File: src/rtl/spi_tgt_pkg.sv
package spi_tgt_pkg;
    localparam int FRAME_W = 32;
    localparam int ADDR_W  = 7;
    localparam int DATA_W  = 16;
    localparam int CRC_W   = 8;
    localparam int FLAG_W  = 3;
    localparam logic [CRC_W-1:0] CRC_POLY = 8'h1D;
    localparam logic [CRC_W-1:0] CRC_SEED = 8'hFF;

    typedef enum logic [1:0] {
        ST_IDLE   = 2'd0,
        ST_SHIFT  = 2'd1,
        ST_DECODE = 2'd2
    } tgt_state_e;

    typedef struct packed {
        logic [ADDR_W-1:0] addr;
        logic              wr;
        logic [DATA_W-1:0] data;
        logic [CRC_W-1:0]  crc;
    } frame_t;

    // CRC-8, MSB first, no final inversion
    function automatic logic [CRC_W-1:0] crc8_calc(input logic [FRAME_W-CRC_W-1:0] payload);
        logic [CRC_W-1:0] c;
        c = CRC_SEED;
        for (int i = FRAME_W - CRC_W - 1; i >= 0; i--) begin
            if (c[CRC_W-1] ^ payload[i])
                c = {c[CRC_W-2:0], 1'b0} ^ CRC_POLY;
            else
                c = {c[CRC_W-2:0], 1'b0};
        end
        return c;
    endfunction
endpackage

File: src/rtl/spi_shift_unit.sv
module spi_shift_unit
    import spi_tgt_pkg::*;
#(
    parameter int CNT_W = $clog2(FRAME_W) + 1
) (
    input  logic               clk,
    input  logic               rst_n,
    input  logic               sck,
    input  logic               cs_n,
    input  logic               mosi,
    input  logic [FRAME_W-1:0] tx_frame,
    output logic               miso,
    output logic               cs_fall,
    output logic               cs_rise,
    output logic [CNT_W-1:0]   edge_cnt,
    output logic [FRAME_W-1:0] rx_frame
);
    logic [1:0]         sck_s, cs_s;
    logic               mosi_s, sel, sck_rise, sck_fall, miso_q;
    logic [FRAME_W-1:0] tx_sh, rx_sh;
    logic [CNT_W-1:0]   cnt;

    always_ff @(posedge clk or negedge rst_n) begin
        if (!rst_n) begin
            sck_s  <= 2'b00;
            cs_s   <= 2'b11;
            mosi_s <= 1'b0;
        end else begin
            sck_s  <= {sck_s[0], sck};
            cs_s   <= {cs_s[0], cs_n};
            mosi_s <= mosi;
        end
    end

    assign sck_rise = sck_s[0] & ~sck_s[1];
    assign sck_fall = ~sck_s[0] & sck_s[1];
    assign cs_fall  = ~cs_s[0] & cs_s[1];
    assign cs_rise  = cs_s[0] & ~cs_s[1];
    assign sel      = ~cs_s[0];

    always_ff @(posedge clk or negedge rst_n) begin
        if (!rst_n) begin
            tx_sh  <= '0;
            rx_sh  <= '0;
            cnt    <= '0;
            miso_q <= 1'b0;
        end else if (cs_fall) begin
            tx_sh  <= tx_frame;
            rx_sh  <= '0;
            cnt    <= '0;
            miso_q <= 1'b0;
        end else if (sel) begin
            if (sck_rise) begin
                miso_q <= tx_sh[FRAME_W-1];
                tx_sh  <= {tx_sh[FRAME_W-2:0], 1'b0};
            end
            if (sck_fall) begin
                rx_sh <= {rx_sh[FRAME_W-2:0], mosi_s};
                if (cnt != '1) cnt <= cnt + 1'b1;
            end
        end else begin
            miso_q <= 1'b0;
        end
    end

    assign miso     = miso_q;
    assign edge_cnt = cnt;
    assign rx_frame = rx_sh;


    miso_launch_chk: assert property (@(posedge clk) disable iff (!rst_n)
        (sel && !sck_rise && !cs_fall) |=> $stable(miso_q));

    cnt_hold_chk: assert property (@(posedge clk) disable iff (!rst_n)
        (!sck_fall && !cs_fall) |=> $stable(cnt));
endmodule

File: src/rtl/spi_reg_bank.sv
module spi_reg_bank
    import spi_tgt_pkg::*;
#(
    parameter logic [DATA_W-1:0] DEV_ID       = 16'h5A3C,
    parameter int                NUM_SCRATCH  = 4,
    parameter int                SCRATCH_BASE = 2
) (
    input  logic              clk,
    input  logic              rst_n,
    input  logic              acc_en,
    input  logic              acc_wr,
    input  logic [ADDR_W-1:0] acc_addr,
    input  logic [DATA_W-1:0] acc_wdata,
    input  logic              set_crc_err,
    input  logic              set_clk_err,
    output logic [DATA_W-1:0] acc_rdata,
    output logic              acc_bad,
    output logic [FLAG_W-1:0] err_flags
);
    localparam int SIDX_W = (NUM_SCRATCH > 1) ? $clog2(NUM_SCRATCH) : 1;
    localparam logic [ADDR_W-1:0] ID_ADDR   = 7'd0;
    localparam logic [ADDR_W-1:0] FLAG_ADDR = 7'd1;
    localparam logic [ADDR_W-1:0] SCR_LO    = ADDR_W'(SCRATCH_BASE);
    localparam logic [ADDR_W-1:0] SCR_HI    = ADDR_W'(SCRATCH_BASE + NUM_SCRATCH);

    logic [DATA_W-1:0] scr [NUM_SCRATCH];
    logic [FLAG_W-1:0] flags_q, flags_d;
    logic              is_id, is_flag, is_scr, do_write;
    logic [SIDX_W-1:0] sidx;

    always_comb begin
        is_id    = (acc_addr == ID_ADDR);
        is_flag  = (acc_addr == FLAG_ADDR);
        is_scr   = (acc_addr >= SCR_LO) && (acc_addr < SCR_HI);
        sidx     = SIDX_W'(acc_addr - SCR_LO);
        acc_bad  = !(is_id || is_flag || is_scr) || (acc_wr && is_id) ||
                   (!acc_wr && (acc_wdata != '0));
        do_write = acc_en && acc_wr && !acc_bad;
        if (is_id)        acc_rdata = DEV_ID;
        else if (is_flag) acc_rdata = DATA_W'(flags_q);
        else if (is_scr)  acc_rdata = scr[sidx];
        else              acc_rdata = '0;
    end

    for (genvar g = 0; g < NUM_SCRATCH; g++) begin : g_scr
        always_ff @(posedge clk or negedge rst_n) begin
            if (!rst_n)
                scr[g] <= '0;
            else if (do_write && is_scr && (sidx == SIDX_W'(g)))
                scr[g] <= acc_wdata;
        end

        bad_write_blocked_chk: assert property (@(posedge clk) disable iff (!rst_n)
            (acc_en && acc_wr && acc_bad) |=> $stable(scr[g]));
    end

    always_comb begin
        flags_d = flags_q;
        if (do_write && is_flag) flags_d = flags_d & ~acc_wdata[FLAG_W-1:0];
        if (set_crc_err)         flags_d[0] = 1'b1;
        if (set_clk_err)         flags_d[1] = 1'b1;
        if (acc_en && acc_bad)   flags_d[2] = 1'b1;
    end

    always_ff @(posedge clk or negedge rst_n) begin
        if (!rst_n) flags_q <= '0;
        else        flags_q <= flags_d;
    end

    assign err_flags = flags_q;


    flags_sticky_chk: assert property (@(posedge clk) disable iff (!rst_n)
        !(acc_en && acc_wr && is_flag) |=> ((flags_q & $past(flags_q)) == $past(flags_q)));
endmodule

File: src/rtl/spi_crc_target.sv
module spi_crc_target
    import spi_tgt_pkg::*;
#(
    parameter logic [DATA_W-1:0] DEV_ID       = 16'h5A3C,
    parameter int                NUM_SCRATCH  = 4,
    parameter int                SCRATCH_BASE = 2
) (
    input  logic clk,
    input  logic rst_n,
    input  logic sck,
    input  logic cs_n,
    input  logic mosi,
    output logic miso
);
    localparam int CNT_W = $clog2(FRAME_W) + 1;
    localparam logic [CNT_W-1:0] FULL_CNT = CNT_W'(FRAME_W);

    tgt_state_e         state_q, state_d;
    logic               cs_fall, cs_rise, crc_ok;
    logic               acc_en, set_crc, set_clk, acc_bad;
    logic [CNT_W-1:0]   edge_cnt;
    logic [FRAME_W-1:0] rx_bits, tx_frame;
    frame_t             rx;
    logic [DATA_W-1:0]  rdata, resp_q;
    logic [FLAG_W-1:0]  err_flags;
    logic [7:0]         status;

    spi_shift_unit #(.CNT_W(CNT_W)) u_shift (
        .clk(clk), .rst_n(rst_n), .sck(sck), .cs_n(cs_n), .mosi(mosi),
        .tx_frame(tx_frame), .miso(miso), .cs_fall(cs_fall), .cs_rise(cs_rise),
        .edge_cnt(edge_cnt), .rx_frame(rx_bits)
    );

    assign rx     = frame_t'(rx_bits);
    assign crc_ok = (crc8_calc(rx_bits[FRAME_W-1:CRC_W]) == rx.crc);

    spi_reg_bank #(
        .DEV_ID(DEV_ID), .NUM_SCRATCH(NUM_SCRATCH), .SCRATCH_BASE(SCRATCH_BASE)
    ) u_regs (
        .clk(clk), .rst_n(rst_n), .acc_en(acc_en), .acc_wr(rx.wr),
        .acc_addr(rx.addr), .acc_wdata(rx.data), .set_crc_err(set_crc),
        .set_clk_err(set_clk), .acc_rdata(rdata), .acc_bad(acc_bad),
        .err_flags(err_flags)
    );

    always_ff @(posedge clk or negedge rst_n) begin
        if (!rst_n) state_q <= ST_IDLE;
        else        state_q <= state_d;
    end

    always_comb begin
        state_d = state_q;
        unique case (state_q)
            ST_IDLE:   if (cs_fall) state_d = ST_SHIFT;
            ST_SHIFT:  if (cs_rise) state_d = (edge_cnt == FULL_CNT) ? ST_DECODE : ST_IDLE;
            ST_DECODE: state_d = cs_fall ? ST_SHIFT : ST_IDLE;
            default:   state_d = ST_IDLE;
        endcase
    end

    always_comb begin
        acc_en  = (state_q == ST_DECODE) && crc_ok;
        set_crc = (state_q == ST_DECODE) && !crc_ok;
        set_clk = (state_q == ST_SHIFT) && cs_rise && (edge_cnt != FULL_CNT);
    end

    always_ff @(posedge clk or negedge rst_n) begin
        if (!rst_n)
            resp_q <= '0;
        else if (state_q == ST_DECODE)
            resp_q <= (crc_ok && !acc_bad && !rx.wr) ? rdata : '0;
        else if (set_clk)
            resp_q <= '0;
    end

    assign status   = {{(8-FLAG_W){1'b0}}, err_flags};
    assign tx_frame = {status, resp_q, crc8_calc({status, resp_q})};


    crc_flag_chk: assert property (@(posedge clk) disable iff (!rst_n)
        (state_q == ST_DECODE && !crc_ok) |=> err_flags[0]);

    clk_flag_chk: assert property (@(posedge clk) disable iff (!rst_n)
        (state_q == ST_SHIFT && cs_rise && edge_cnt != FULL_CNT) |=> (err_flags[1] && state_q == ST_IDLE));

    resp_err_zero_chk: assert property (@(posedge clk) disable iff (!rst_n)
        (state_q == ST_DECODE && !crc_ok) |=> (resp_q == '0));
endmodule

File: config.mk
export PLATFORM = sky130hd
export DESIGN_NAME = spi_crc_target
export DESIGN_NICKNAME = d
export VERILOG_FILES = /design/src/rtl/spi_tgt_pkg.sv /design/src/rtl/spi_shift_unit.sv /design/src/rtl/spi_reg_bank.sv /design/src/rtl/spi_crc_target.sv
export SDC_FILE = /design/constraint.sdc
export NUM_CORES = 1
export LEC_CHECK = 0
export BUFFER_PORTS_ARGS = -buffer_cell sky130_fd_sc_hd__buf_2
export CAP_MARGIN = 20
export CORE_ASPECT_RATIO = 0.8
export CORE_MARGIN = 2
export CORE_UTILIZATION = 55
export CTS_CLUSTER_DIAMETER = 50
export CTS_CLUSTER_SIZE = 16
export DETAILED_ROUTE_END_ITERATION = 8
export GPL_TIMING_DRIVEN = 0
export PLACE_DENSITY = 0.78
export SKIP_LAST_GASP = 1
export SYNTH_ARGS = -nofsm -noshare
export SYNTH_HDL_FRONTEND = slang
export SYNTH_SLANG_ARGS = --single-unit
File: constraint.sdc
create_clock -name clk -period 8 [get_ports clk]
set_input_delay 0.8 -clock clk [delete_from_list [all_inputs] [get_ports clk]]
set_output_delay 0.8 -clock clk [all_outputs]
set_load 0.05 [all_outputs]
# Yosys cells after proc, flatten, opt, wreduce, memory -nomap -nowiden
# Index checks and enable logic that the tools add are counted.
# Widths: inputs -> output; s select.
# totals
output_inout_bits	1
inputBits	5
regBits	161
wordCells	243
# classes
n_reduce_logical	42
bitwise	93
add_sub_neg	2
n_eq_ne	13
muxes	74
magnitude_cmp	3
# ops
cell	n
$mux 5	43
$mux 32	6
$not 4->4	41
$mux 16	8
$xor 1x1->1	35
$bmux 16 s2	1
$mux 6	4
$logic_and 1x1->1	18
$reduce_bool 16->1	1
$reduce_bool 2->1	7
$ne 6x6->1 const B	2
$eq 8x8->1	1
$eq 7x1->1 const B	1
$ge 7x2->1 const B	1
$logic_not 7->1	1
$lt 7x3->1 const B	1
$mux 1	7
$add 6x1->6 const B	1
$eq 2x2->1 const B	3
$eq 6x6->1 const B	1
$mux 2	3
$ne 2x2->1 const B	3
$pmux 2 s3	1
$reduce_and 2->1	3
15 further kinds	34

# Depth between registers and ports, before layout
# Gate-level depths: netlist of run 1.
# depth
depth_word	54
depth_mapped	13
mapped_depth_nobuf	10

# Modules after synthesis
# A second synthesis of run 1 with hierarchy kept.
# hier_totals
hier_cells	653
area_unflattened_um2	8655.8
# modules_own_cells
module	n_inst	cells_per_inst	area_per_inst_um2	seq_area_each_um2
spi_reg_bank	1	224	3290.7	1676.6
spi_shift_unit	1	253	3099.2	1904.3
spi_crc_target	1	176	2265.9	450.4

# Least setup slack after synthesis of run 1
# Ideal clock, no wire load.
# synth_timing
path_type	flip-flop to flip-flop
from	register u_shift.rx_sh[31] (netlist: u_shift.rx_frame[31])
to	register u_regs.scr[10] in the netlist's numbering
required_ps	7875
slack_ps	4137
arrival_time_ps	3737
path_stages_with_launch	13
period_less_slack_ps	3863
setup_ps	125
path_buffers	2
path_cell_list	dfrtp_1 buf_2 inv_1 ha_1 xnor2_1 xnor3_1 xnor3_1 xor3_1 nor3_1 o211ai_2 a2111oi_4 buf_8 mux2_4
# synth_between
elab_chain_len	33
elab_cells_between_ends	84
cone_classes	order compare (2); eq/ne (2); mux (24); bitwise (42); reduce/logical (14)
# synth_rtl
item	line	rtl
start, declared	spi_shift_unit.sv:20	logic [FRAME_W-1:0] tx_sh, rx_sh;
start signal, assigned	spi_shift_unit.sv:58	rx_sh <= {rx_sh[FRAME_W-2:0], mosi_s};
$mux 5	spi_tgt_pkg.sv:28	if (c[CRC_W-1] ^ payload[i])
$not 4->4 (no line) or $mux 5 (tied branches)	-	
$mux 5 or $not 4->4 (tied branches)	-	
$not 4->4 (no line), or another cell as far along	-	
$mux 5 or $not 4->4 (tied branches)	-	
$xor 1x1->1, or another cell as far along	spi_tgt_pkg.sv:28	
$mux 5 or $not 4->4 (tied branches)	-	
$not 4->4 (no line) or $mux 5 (tied branches)	-	
[15 not listed]	-	
$not 4->4 (no line) or $xor 1x1->1 (tied branches)	-	
$mux 5	spi_tgt_pkg.sv:28	
$not 4->4 (no line)	-	
$mux 5	spi_tgt_pkg.sv:28	
$eq 8x8->1	spi_crc_target.sv:35	assign crc_ok = (crc8_calc(rx_bits[FRAME_W-1:CRC_W]) == rx.crc);
$logic_and 1x1->1	spi_crc_target.sv:62	acc_en = (state_q == ST_DECODE) && crc_ok;
$logic_and 1x1->1 (2 in a row)	spi_reg_bank.sv:38	do_write = acc_en && acc_wr && !acc_bad;
$logic_and 1x1->1 * (2 in a row)	spi_reg_bank.sv:49	else if (do_write && is_scr && (sidx == SIDX_W'(g)))
end signal, assigned by index	spi_reg_bank.sv:50	scr[g] <= acc_wdata;
end, declared	spi_reg_bank.sv:26	logic [DATA_W-1:0] scr [NUM_SCRATCH];
# Mark *: on every way between the ends. The rest lies on a longest branch, timed or not.
# A chain may end at the register's enable or synchronous reset.

# Final worst setup path of run 1
# layout_timing
from	register u_shift.rx_sh[31] (netlist: u_shift.rx_frame[31])
to	register u_regs.scr[9] in the netlist's numbering
# The elaborated chain is that of the path after synthesis.

==> flow_summary_export.csv, run 1 <==
group,metric,value,unit
drt,drtAntennaViolNets,0,
yosys,syn_area,0.00912,mm2
final_layout,layout-drive-gt1-share,0.221,
timing,finalHoldViolCount,0,
placed_design,preCtsSetupSlack,3580,ps
setup_path,worst_ep_required_time,8300,ps
yosys,synth-async-reset-ratio,1.00,
grt,grt_overflow_total,0,
power_and_ir_drop,vdd.ir_drop.worst,0.000123,V
drt,post-route-drc-count,0,
timing,setup_slack,3500,ps
timing,relSlewSlack,0.375,
floorplanning,die_y,119,um
drt,viasPerCell,5.83,
grt,antenna_found_initial,0,
final_layout,fin_util,0.615,
floorplanning,num_rows,42,
yosys,synth_area_leader_cell,"dfrtp_1",
clock_tree,clockBufferDepth,2,
placed_design,hpwl,13900,um
yosys,ys_ff_latch,161,
floorplanning,die_x,148,um
clock_tree,clk_pin_slew,70,ps
yosys,synth_flop_cell,"dfrtp_1",
drt,vias,5739,
setup_path,path_class,"flip-flop to flip-flop",
yosys,synth_top_area_share,0.436,
timing,setup_viol,0,
clock_tree,worstSkewPairLatency,430,ps
run,max_cap_violations,0,
setup_path,cp-start-kind,"flip-flop",
floorplanning,io_pins,6,
power_and_ir_drop,p_leak,0.00466,uW
clock_tree,clkSinkCount,161,
timing,rsz0062_at_grt,"no",
clock_tree,numCtsBuffers,17,
yosys,synth_cells,727,
setup_path,critPathMaxFanout,10,
clock_tree,cts_htree_levels,4,
floorplanning,dieArea,0.0176,mm2
yosys,synth_enable_flop_cells,0,
placed_design,finalWeightedCongestion,0.912,
grt,grt_pass1_vias,6022,
final_layout,nets,762,
yosys,syn_area_per_cell,12.5,um2
timing,worst_pin_slew,938,ps
grt,grt_max_degree,95,
clock_tree,cts_tree,"built",
drt,first_iter_violations,409,
grt,grt_util_all_layers,0.238,
yosys,synth_warnings,0,
timing,setup_tns,0,ps
yosys,synthDistinctLibCells,62,
grt,grt_pass1_wl,32300,um
yosys,seq_area_frac_synth,0.442,
clock_tree,cts-root-buf,"clkbuf_16",
timing,min_period,4500,ps
power_and_ir_drop,power.density,180,mW/mm2
outcome,status,"finished, final reports clean",
clock_tree,cts_hold_buf,0,
drt,post_drt_wl_per_cell,19.9,um
final_layout,n_antenna_cell,0,
floorplanning,core-area,0.0164,mm2
placed_design,io_buffers,5,
setup_path,crit_arrival,4800,ps
drt,wl,19600,um
worst_hold_path,hold_class,"primary input to async pin",
setup_path,crit_path_end_kind,"flip-flop",
clock_tree,postCtsSetupRepairBufs,0,
yosys,synth_area_leaders,"dfrtp_1, xnor3_1, mux2_2",
setup_path,reg2reg_slack,3500,ps
clock_tree,ctsResizeCount,0,
drt,first_pass_iters,5,
timing,report.final.slew_viol_count,0,
yosys,syn-num-nets,737,
timing,min_period_over_period,0.562,
timing,finClkSkew,10.0,ps
floorplanning,initial_core_util,0.556,
final_layout,syn2layout_area_growth,10.5,%
setup_path,r2r_cells,12,
timing,fmax,0.222,GHz
==> cell usage after synthesis (all sizes together), types with 2 or more instances <==
master	instances
mux2i	25
nor2	26
a2111oi	3
a22o	23
xor3	11
o211a	3
ha	5
nor3	9
nor4	4
xnor3	30
nand3	6
mux4	16
xnor2	54
o21ai	49
inv	11
nand2	75
nand2b	6
mux2	64
nand3b	5
nand4	4
xor2	28
buf	18
a22oi	3
clkbuf	41
and3	3
a21oi	15
o211ai	3
o31ai	7
nor2b	5
dfstp	2
o22ai	2
dfrtp	159
==> cell type report <==
| type | count | area (um2) |
|---|---|---|
| multi-input cells | 496 | 4670 |
| well taps | 220 | 275 |
| clock inverters | 13 | 174 |
| inverters | 11 | 41.3 |
| fillers | 1247 | 6320 |
| plain buffers | 59 | 378 |
| repair buffers | 6 | 58.8 |
| clock buffers | 19 | 453 |
| flip-flops and latches | 161 | 4030 |
==> cell usage in the layout (no fill, tap or decap), types with 11 or more instances in the layout <==
cell type / Yosys / routed
a21oi_1: 15 / 15
a22o_1: 21 / 21
clkbuf_1: 30 / 30
clkbuf_16: 0 / 17
dfrtp_1: 159 / 159
inv_1: 11 / 11
mux2_2: 44 / 44
mux2_4: 20 / 20
mux2i_1: 24 / 24
mux4_2: 16 / 16
nand2_1: 75 / 75
nor2_1: 26 / 26
o21ai_0: 49 / 49
xnor2_1: 51 / 51
xnor3_1: 25 / 25
xor2_1: 27 / 27
==> metrics by stage <==
step	total power [uW]	hold slack, ps	instance area (um2)	std cells
final	1810	343	10100	985
after global placement	961	381	9420	952
after detailed placement	969	394	9450	953
after floorplan	929	368	9120	727
after global routing	1880	405	10100	985
after CTS	1830	388	10100	985
==> flip-flops by register name, summed over array words and instances, names as in the netlist <==
| name | cells |
|---|---|
| u_shift.edge_cnt | 6 |
| resp_q | 16 |
| u_shift.tx_sh | 32 |
| u_regs.err_flags | 3 |
| u_shift.mosi_s | 1 |
| u_shift.cs_s | 2 |
| state_q | 2 |
| u_shift.sck_s | 2 |
| u_regs.scr | 64 |
| u_shift.miso | 1 |
| u_shift.rx_frame | 32 |
==> path summary, 6_finish.rpt <==
path	from	to
min in group clk	u_shift.sck_s[0]	u_shift.sck_s[1]
worst max-delay path	u_shift.rx_frame[31]	u_regs.scr[9]
worst min register to register	u_shift.sck_s[0]	u_shift.sck_s[1]
max in group asynchronous	rst_n	u_regs.scr[19]
worst min-delay path	rst_n	u_shift.edge_cnt[0]
worst max register to register	u_shift.rx_frame[31]	u_regs.scr[9]
==> cell families (layout without fill, tap and decap cells) <==
logic type / Yosys count / after routing / synth area share
buffers and inverters: 70 / 108 / 0.0460
AND/OR/NAND/NOR: 149 / 149 / 0.0759
flip-flops: 161 / 161 / 0.442
adder cells (fa/ha/maj): 5 / 5 / 0.00686
AO/OA/AOI/OAI: 114 / 114 / 0.0862
XOR/XNOR: 123 / 123 / 0.187
multiplexers: 105 / 105 / 0.156
==> per-layer routing <==
metal	vias up	wire, um	track usage	share of wire
met3	36	1020	0.0494	0.052
met5	-	0	0	0
met1	2970	9040	0.343	0.46
met2	141	9250	0.369	0.47
met4	0	317	0.0696	0.016
li1	2592	-	-	-
==> worst max-delay path, stage by stage (launching register included) <==
cell	delay [ps]
dfrtp_1	320
buf_2	210
inv_1	110
ha_1	340
xnor2_1	280
xnor3_1	410
xnor3_1	300
xor3_1	450
nor3_1	420
o211ai_2	230
a2111oi_4	720
buf_8	260
mux2_4	320
==> report_power, final <==
group	leakage, uW	switching [uW]	total [uW]	internal (uW)
clock network	0.000303	342	857	514
registers	0.00221	20.1	862	842
logic	0.00214	59.8	92.7	32.9
No activity file was read; power rests on OpenSTA's default activity.
==> run 2, diff against run 1 <==
--- a/config.mk
+++ b/config.mk
@@ -14,7 +14,7 @@
 export CTS_CLUSTER_SIZE = 16
 export DETAILED_ROUTE_END_ITERATION = 8
 export GPL_TIMING_DRIVEN = 0
-export PLACE_DENSITY = 0.78
+export PLACE_DENSITY = 0.8
 export SKIP_LAST_GASP = 1
 export SYNTH_ARGS = -nofsm -noshare
 export SYNTH_HDL_FRONTEND = slang
==> constraint.sdc (replaced) <==
create_clock -name clk -period 3.9 [get_ports clk]
set_input_delay 0.39 -clock clk [delete_from_list [all_inputs] [get_ports clk]]
set_output_delay 0.39 -clock clk [all_outputs]
set_load 0.05 [all_outputs]
==> flow_summary_export.csv, run 2 (synthesis gave the netlist of run 1 again) <==
group,metric,value,unit
outcome,status,"finished, violations left",
outcome,violations,"setup timing",
drt,wl,22600,um
placed_design,finalWeightedCongestion,0.884,
grt,grt_overflow_total,0,
final_layout,layout-drive-gt1-share,0.290,
worst_hold_path,hold_class,"primary input to flip-flop",
grt,grt_max_degree,110,
drt,viasPerCell,6.05,
final_layout,final_cell_area,0.0107,mm2
floorplanning,dieArea,0.0176,mm2
final_layout,regArea,0.00403,mm2
timing,setup_slack,-111,ps
power_and_ir_drop,power.density,349,mW/mm2
floorplanning,io_pins,6,
setup_path,cp_cell_sequence,"buf_4 -> inv_2 -> ha_4 -> xnor2_4 -> xnor3_2 -> xnor3_2 -> xnor3_2 -> nor3_4 -> o211ai_4 -> a2111oi_4 -> buf_4 -> buf_4 -> mux2_2",
timing,fmax,0.249,GHz
timing,setup_viol,30,
placed_design,place_area,0.00945,mm2
clock_tree,cts_htree_levels,4,
final_layout,syn2layout_area_growth,17.0,%
drt,first_iter_violations,606,
grt,antenna_found_initial,0,
drt,drtAntennaViolNets,0,
floorplanning,num_rows,42,
floorplanning,core-area,0.0164,mm2
grt,grt_util_all_layers,0.243,
setup_path,path_class,"flip-flop to flip-flop",
timing,fin_hold_ws,58.3,ps
timing,min_period_over_period,1.03,
clock_tree,clkSinkCount,161,
timing,min_period,4010,ps
setup_path,critPathMaxFanout,7,
floorplanning,die_x,148,um
final_layout,largest_register,"u_regs.scr",
final_layout,most-common-layout-cells,"dfrtp_1, nand2_1, o21ai_0, mux2_2, xnor2_1",
drt,vias,6145,
clock_tree,worstSkewPairLatency,430,ps
drt,post_drt_wl_per_cell,22.2,um
run,max_cap_violations,0,
drt,first_pass_iters,5,
power_and_ir_drop,p_leak,0.00488,uW
final_layout,n_antenna_cell,0,
timing,finClkSkew,12.9,ps
setup_path,cp-start-kind,"flip-flop",
grt,grt_pass1_vias,6274,
timing,finalHoldViolCount,0,
placed_design,io_buffers,5,
final_layout,final_common_cell,"dfrtp_1",
setup_path,crit_path_end_kind,"flip-flop",
final_layout,nets,793,
clock_tree,numCtsBuffers,17,
setup_path,crit_arrival,4320,ps
floorplanning,die_y,119,um
timing,report.final.slew_viol_count,0,
clock_tree,clk_pin_slew,70,ps
timing,worst_pin_slew,939,ps
setup_path,cpPeakStageDelay,440,ps
setup_path,worst_ep_required_time,4210,ps
clock_tree,cts-root-buf,"clkbuf_16",
clock_tree,clockBufferDepth,2,
timing,relSlewSlack,0.374,
floorplanning,initial_core_util,0.556,
power_and_ir_drop,vdd.ir_drop.worst,0.000273,V
placed_design,hpwl,14000,um
final_layout,fillers,1116,
drt,post-route-drc-count,0,
final_layout,largest_reg_flops,64,
final_layout,multi_input_area,0.00499,mm2
setup_path,slowest_stage,"xnor3_2",
clock_tree,cts_tree,"built",
grt,grt_pass1_wl,32900,um
run 2: cell types whose count changed in the layout (fill, tap and decap cells not counted), moves of 4 or more:
cell,before,now
xor2_1,27,22
xnor2_1,51,43
nor3_4,1,5
xnor3_1,25,18
buf_2,8,4
xnor2_4,1,8
buf_4,4,35
xnor3_2,5,12
nor3_1,8,4
run 2: timing repair:
item | 4_1_cts | 5_1_grt
hold endpoints to repair | 50 | 0
gates resized for setup | 20 | 47
pin swaps | 10 | 25
setup endpoints to repair | 74 | 71
buffers inserted | 8 | 22
hold buffers | 1 | 0
run 2: report_power, final:
group	leakage, uW	internal, uW	total, uW	switching [uW]
Sequential	0.00221	1730	1770	41.6
Combinational	0.00237	68.6	192	123
Clock	0.000297	1040	1760	725
Total	0.00488	2830	3720	890
run 2: metrics by stage:
stage | instances | total power, uW | setup TNS, ps | utilization | setup WS (ps)
after global routing | 1016 | 3840 | -5440 | 0.651 | -196
final | 1016 | 3720 | -1580 | 0.651 | -111
after global placement | 952 | 1970 | -12550 | 0.574 | -447
after floorplan | 727 | 1910 | 0 | - | 37.5
after CTS | 994 | 3720 | 0 | 0.625 | 7.51
after detailed placement | 953 | 1990 | -18500 | 0.576 | -511
run 2: layout make-up:
type | instances | share of cell area
multi-input combinational | 496 | 0.468
sequential | 161 | 0.378
clock buffer | 19 | 0.0415
buffer | 59 | 0.0389
timing repair buffer | 37 | 0.0279
tap | 220 | 0.0258
clock inverter | 13 | 0.0163
inverter | 11 | 0.00387
run 2: metal layers:
layer / GRT usage / part of all wire / wire [um] / vias up
li1: - / - / - / 2647
met5: 0 / 0 / 0 / -
met2: 0.388 / 0.48 / 10800 / 285
met3: 0.0590 / 0.072 / 1620 / 72
met1: 0.332 / 0.41 / 9280 / 3141
met4: 0.0762 / 0.038 / 847 / 0
run 2: worst max-delay path, delay by kind of cell (launching register included):
family / cells / cell delay (ps)
flip-flops: 1 / 360
XOR/XNOR: 4 / 1440
AND/OR/NAND/NOR: 1 / 300
adder cells (fa/ha/maj): 1 / 250
buffers and inverters: 4 / 630
multiplexers: 1 / 370
AO/OA/AOI/OAI: 2 / 520
run 2: path summary, 6_finish.rpt:
check,from,to,slack [ps],cells past startpoint
max in group asynchronous,rst_n,u_regs.scr[4],2510,3
min,cs_n,u_shift.cs_s[0],60,1
min reg2reg,u_shift.cs_s[0],u_shift.cs_s[1],420,0
max reg2reg,u_shift.rx_frame[31],u_regs.scr[15],-110,13
max,u_shift.rx_frame[31],u_regs.scr[15],-110,13
min in group asynchronous,rst_n,u_shift.edge_cnt[0],480,2
==> run 3, diff against run 2 <==
--- a/config.mk
+++ b/config.mk
@@ -5,16 +5,16 @@
 export SDC_FILE = /design/constraint.sdc
 export NUM_CORES = 1
 export LEC_CHECK = 0
-export BUFFER_PORTS_ARGS = -buffer_cell sky130_fd_sc_hd__buf_2
 export CAP_MARGIN = 20
 export CORE_ASPECT_RATIO = 0.8
 export CORE_MARGIN = 2
-export CORE_UTILIZATION = 55
+export CORE_UTILIZATION = 45
 export CTS_CLUSTER_DIAMETER = 50
 export CTS_CLUSTER_SIZE = 16
 export DETAILED_ROUTE_END_ITERATION = 8
+export DONT_BUFFER_PORTS = 1
 export GPL_TIMING_DRIVEN = 0
-export PLACE_DENSITY = 0.8
+export PLACE_DENSITY = 0.69
 export SKIP_LAST_GASP = 1
 export SYNTH_ARGS = -nofsm -noshare
 export SYNTH_HDL_FRONTEND = slang
==> flow_summary_export.csv, run 3 (synthesis gave the netlist of run 1 again) <==
group,metric,value,unit
timing,report.final.slew_viol_count,0,
floorplanning,dieArea,0.0214,mm2
worst_hold_path,hold_class,"primary input to async pin",
setup_path,crit_cells,13,
final_layout,most-common-layout-cells,"dfrtp_1, nand2_1, o21ai_0, mux2_2, xnor2_1",
setup_path,crit_arrival,4150,ps
clock_tree,worstSkewPairLatency,440,ps
timing,worst_pin_slew,895,ps
timing,min_period,3840,ps
floorplanning,die_x,163,um
final_layout,final_common_cell,"dfrtp_1",
setup_path,worst_ep_required_time,4210,ps
setup_path,path_class,"flip-flop to flip-flop",
outcome,status,"finished, violations left",
power_and_ir_drop,seq_power_share,0.486,
drt,post_drt_wl_per_cell,19.0,um
grt,grt_max_degree,162,
timing,fmax,0.260,GHz
floorplanning,initial_core_util,0.459,
drt,viasPerCell,5.48,
timing,fin_hold_ws,-354,ps
power_and_ir_drop,p_leak,0.00478,uW
run,max_cap_violations,0,
clock_tree,cts-root-buf,"clkbuf_16",
setup_path,worst-path-buf-inv,4,
setup_path,crit_path_end_kind,"flip-flop",
grt,grt_pass1_wl,32200,um
power_and_ir_drop,vdd.ir_drop.worst,0.000252,V
drt,first_pass_iters,4,
clock_tree,cts_htree_levels,4,
grt,grt_pass1_vias,5721,
clock_tree,clockBufferDepth,2,
drt,first_iter_violations,484,
final_layout,syn2layout_area_growth,14.8,%
setup_path,slowest_stage,"xor3_1",
timing,finalHoldViolCount,161,
timing,min_period_over_period,0.985,
final_layout,fillers,1632,
clock_tree,numCtsBuffers,17,
drt,post-route-drc-count,0,
outcome,violations,"hold timing",
drt,wl,19800,um
power_and_ir_drop,internal_power,2760,uW
final_layout,largest_reg_flops,64,
final_layout,n_antenna_cell,0,
setup_path,r2r_cells,13,
final_layout,fin_util,0.527,
floorplanning,die_y,131,um
timing,finClkSkew,12.1,ps
placed_design,io_buffers,0,
final_layout,layout-drive-gt1-share,0.269,
clock_tree,cts_hold_buf,3,
power_and_ir_drop,p_sw_frac,0.242,
grt,grt_overflow_total,0,
power_and_ir_drop,power,3640,uW
drt,drtAntennaViolNets,0,
placed_design,hpwl,13400,um
setup_path,critPathMaxFanout,10,
timing,setup_viol,0,
setup_path,cp_cell_sequence,"buf_4 -> inv_1 -> ha_4 -> xnor3_2 -> xnor2_4 -> xor2_2 -> xor3_1 -> nor3_2 -> o211ai_2 -> a2111o_1 -> buf_6 -> buf_8 -> mux2_4",
power_and_ir_drop,switchingPower,880,uW
final_layout,largest_register,"u_regs.scr",
floorplanning,io_pins,6,
floorplanning,num_rows,46,
final_layout,nets,777,
timing,rsz0062_at_grt,"yes",
power_and_ir_drop,clkPwrFrac,0.471,
clock_tree,clk_pin_slew,70,ps
floorplanning,core-area,0.0199,mm2
drt,vias,5716,
grt,grt_util_all_layers,0.195,
setup_path,cp-start-kind,"flip-flop",
timing,relSlewSlack,0.403,
placed_design,finalWeightedCongestion,0.879,
clock_tree,cts_tree,"built",
setup_path,path_delay_family,"XOR/XNOR gates",
clock_tree,clkSinkCount,161,
power_and_ir_drop,p_comb_frac,0.043,
setup_path,cpPeakStageDelay,490,ps
power_and_ir_drop,power.density,347,mW/mm2
grt,antenna_found_initial,0,
[run 3: changes by cell type in the layout (fill, tap and decap cells not counted), sizes merged]
cell / change
bufinv: -1
dlygate4sd3: +2
clkinv: +1
inv: +3
clkinvlp: -1
buf: -19
clkbuf: -1
[run 3: what timing repair did]
item                                    CTS  global route
endpoints found under the setup margin   69            55
cloned                                    0             0
resized for setup                        19            24
buffers inserted                          7            12
endpoints found under the hold margin   164           161
pin swaps                                 9            18
[run 3: worst register-to-register path: stages (launching register included)]
cell and delay [ps]:
dfrtp_1 330, buf_4 160, inv_1 80, ha_4 310
xnor3_2 360, xnor2_4 250, xor2_2 200, xor3_1 490
nor3_2 260, o211ai_2 190, a2111o_1 470, buf_6 160
buf_8 160, mux2_4 300
[run 3: per-layer routing]
metal,vias up,share of wire,wire [um],GRT usage
li1,2635,-,-,-
met1,2941,0.50,9910,0.306
met3,21,0.043,860,0.0391
met5,-,0,0,0
met2,119,0.44,8780,0.275
met4,0,0.013,266,0.0497
[run 3: final timing paths]
check | end | from | slack, ps
max reg2reg | u_regs.scr[39] | u_shift.rx_frame[29] | 60
max in group asynchronous | u_regs.scr[50] | rst_n | 3950
max | u_regs.scr[39] | u_shift.rx_frame[29] | 60
min | u_shift.tx_sh[3] | rst_n | -350
min in group clk | u_shift.sck_s[1] | u_shift.sck_s[0] | 400
min reg2reg | u_shift.sck_s[1] | u_shift.sck_s[0] | 400
[run 3: area by class of cell]
type	count	area [um2]	share of cell area
plain buffers	58	395	0.0378
clock buffers	17	425	0.0406
clock inverters	15	171	0.0164
inverters	11	41.3	0.00394
multi-input cells	496	4900	0.468
flip-flops and latches	161	4030	0.385
well taps	264	330	0.0316
repair buffers	22	173	0.0165
[run 3: power groups by stage]
stage	Combinational (uW)	Clock (uW)	Sequential (uW)
2_1_floorplan	120	0	1790
3_3_place_gp	149	0	1800
3_5_place_dp	154	0	1800
4_1_cts	157	1730	1770
5_1_grt	180	1820	1770
6_report	157	1710	1770
[run 3: metrics by stage]
stage | hold slack (ps) | setup TNS (ps) | instances | area [um2] | setup slack [ps]
4_1_cts | -364 | 0 | 1033 | 10200 | 4.46
2_1_floorplan | 94.4 | 0 | 727 | 9120 | 37.5
3_5_place_dp | 98.1 | -16020 | 991 | 9450 | -519
6_report | -354 | 0 | 1044 | 10500 | 60.1
3_3_place_gp | 98.3 | -14500 | 991 | 9450 | -480
5_1_grt | -375 | -2290 | 1044 | 10500 | -77.1
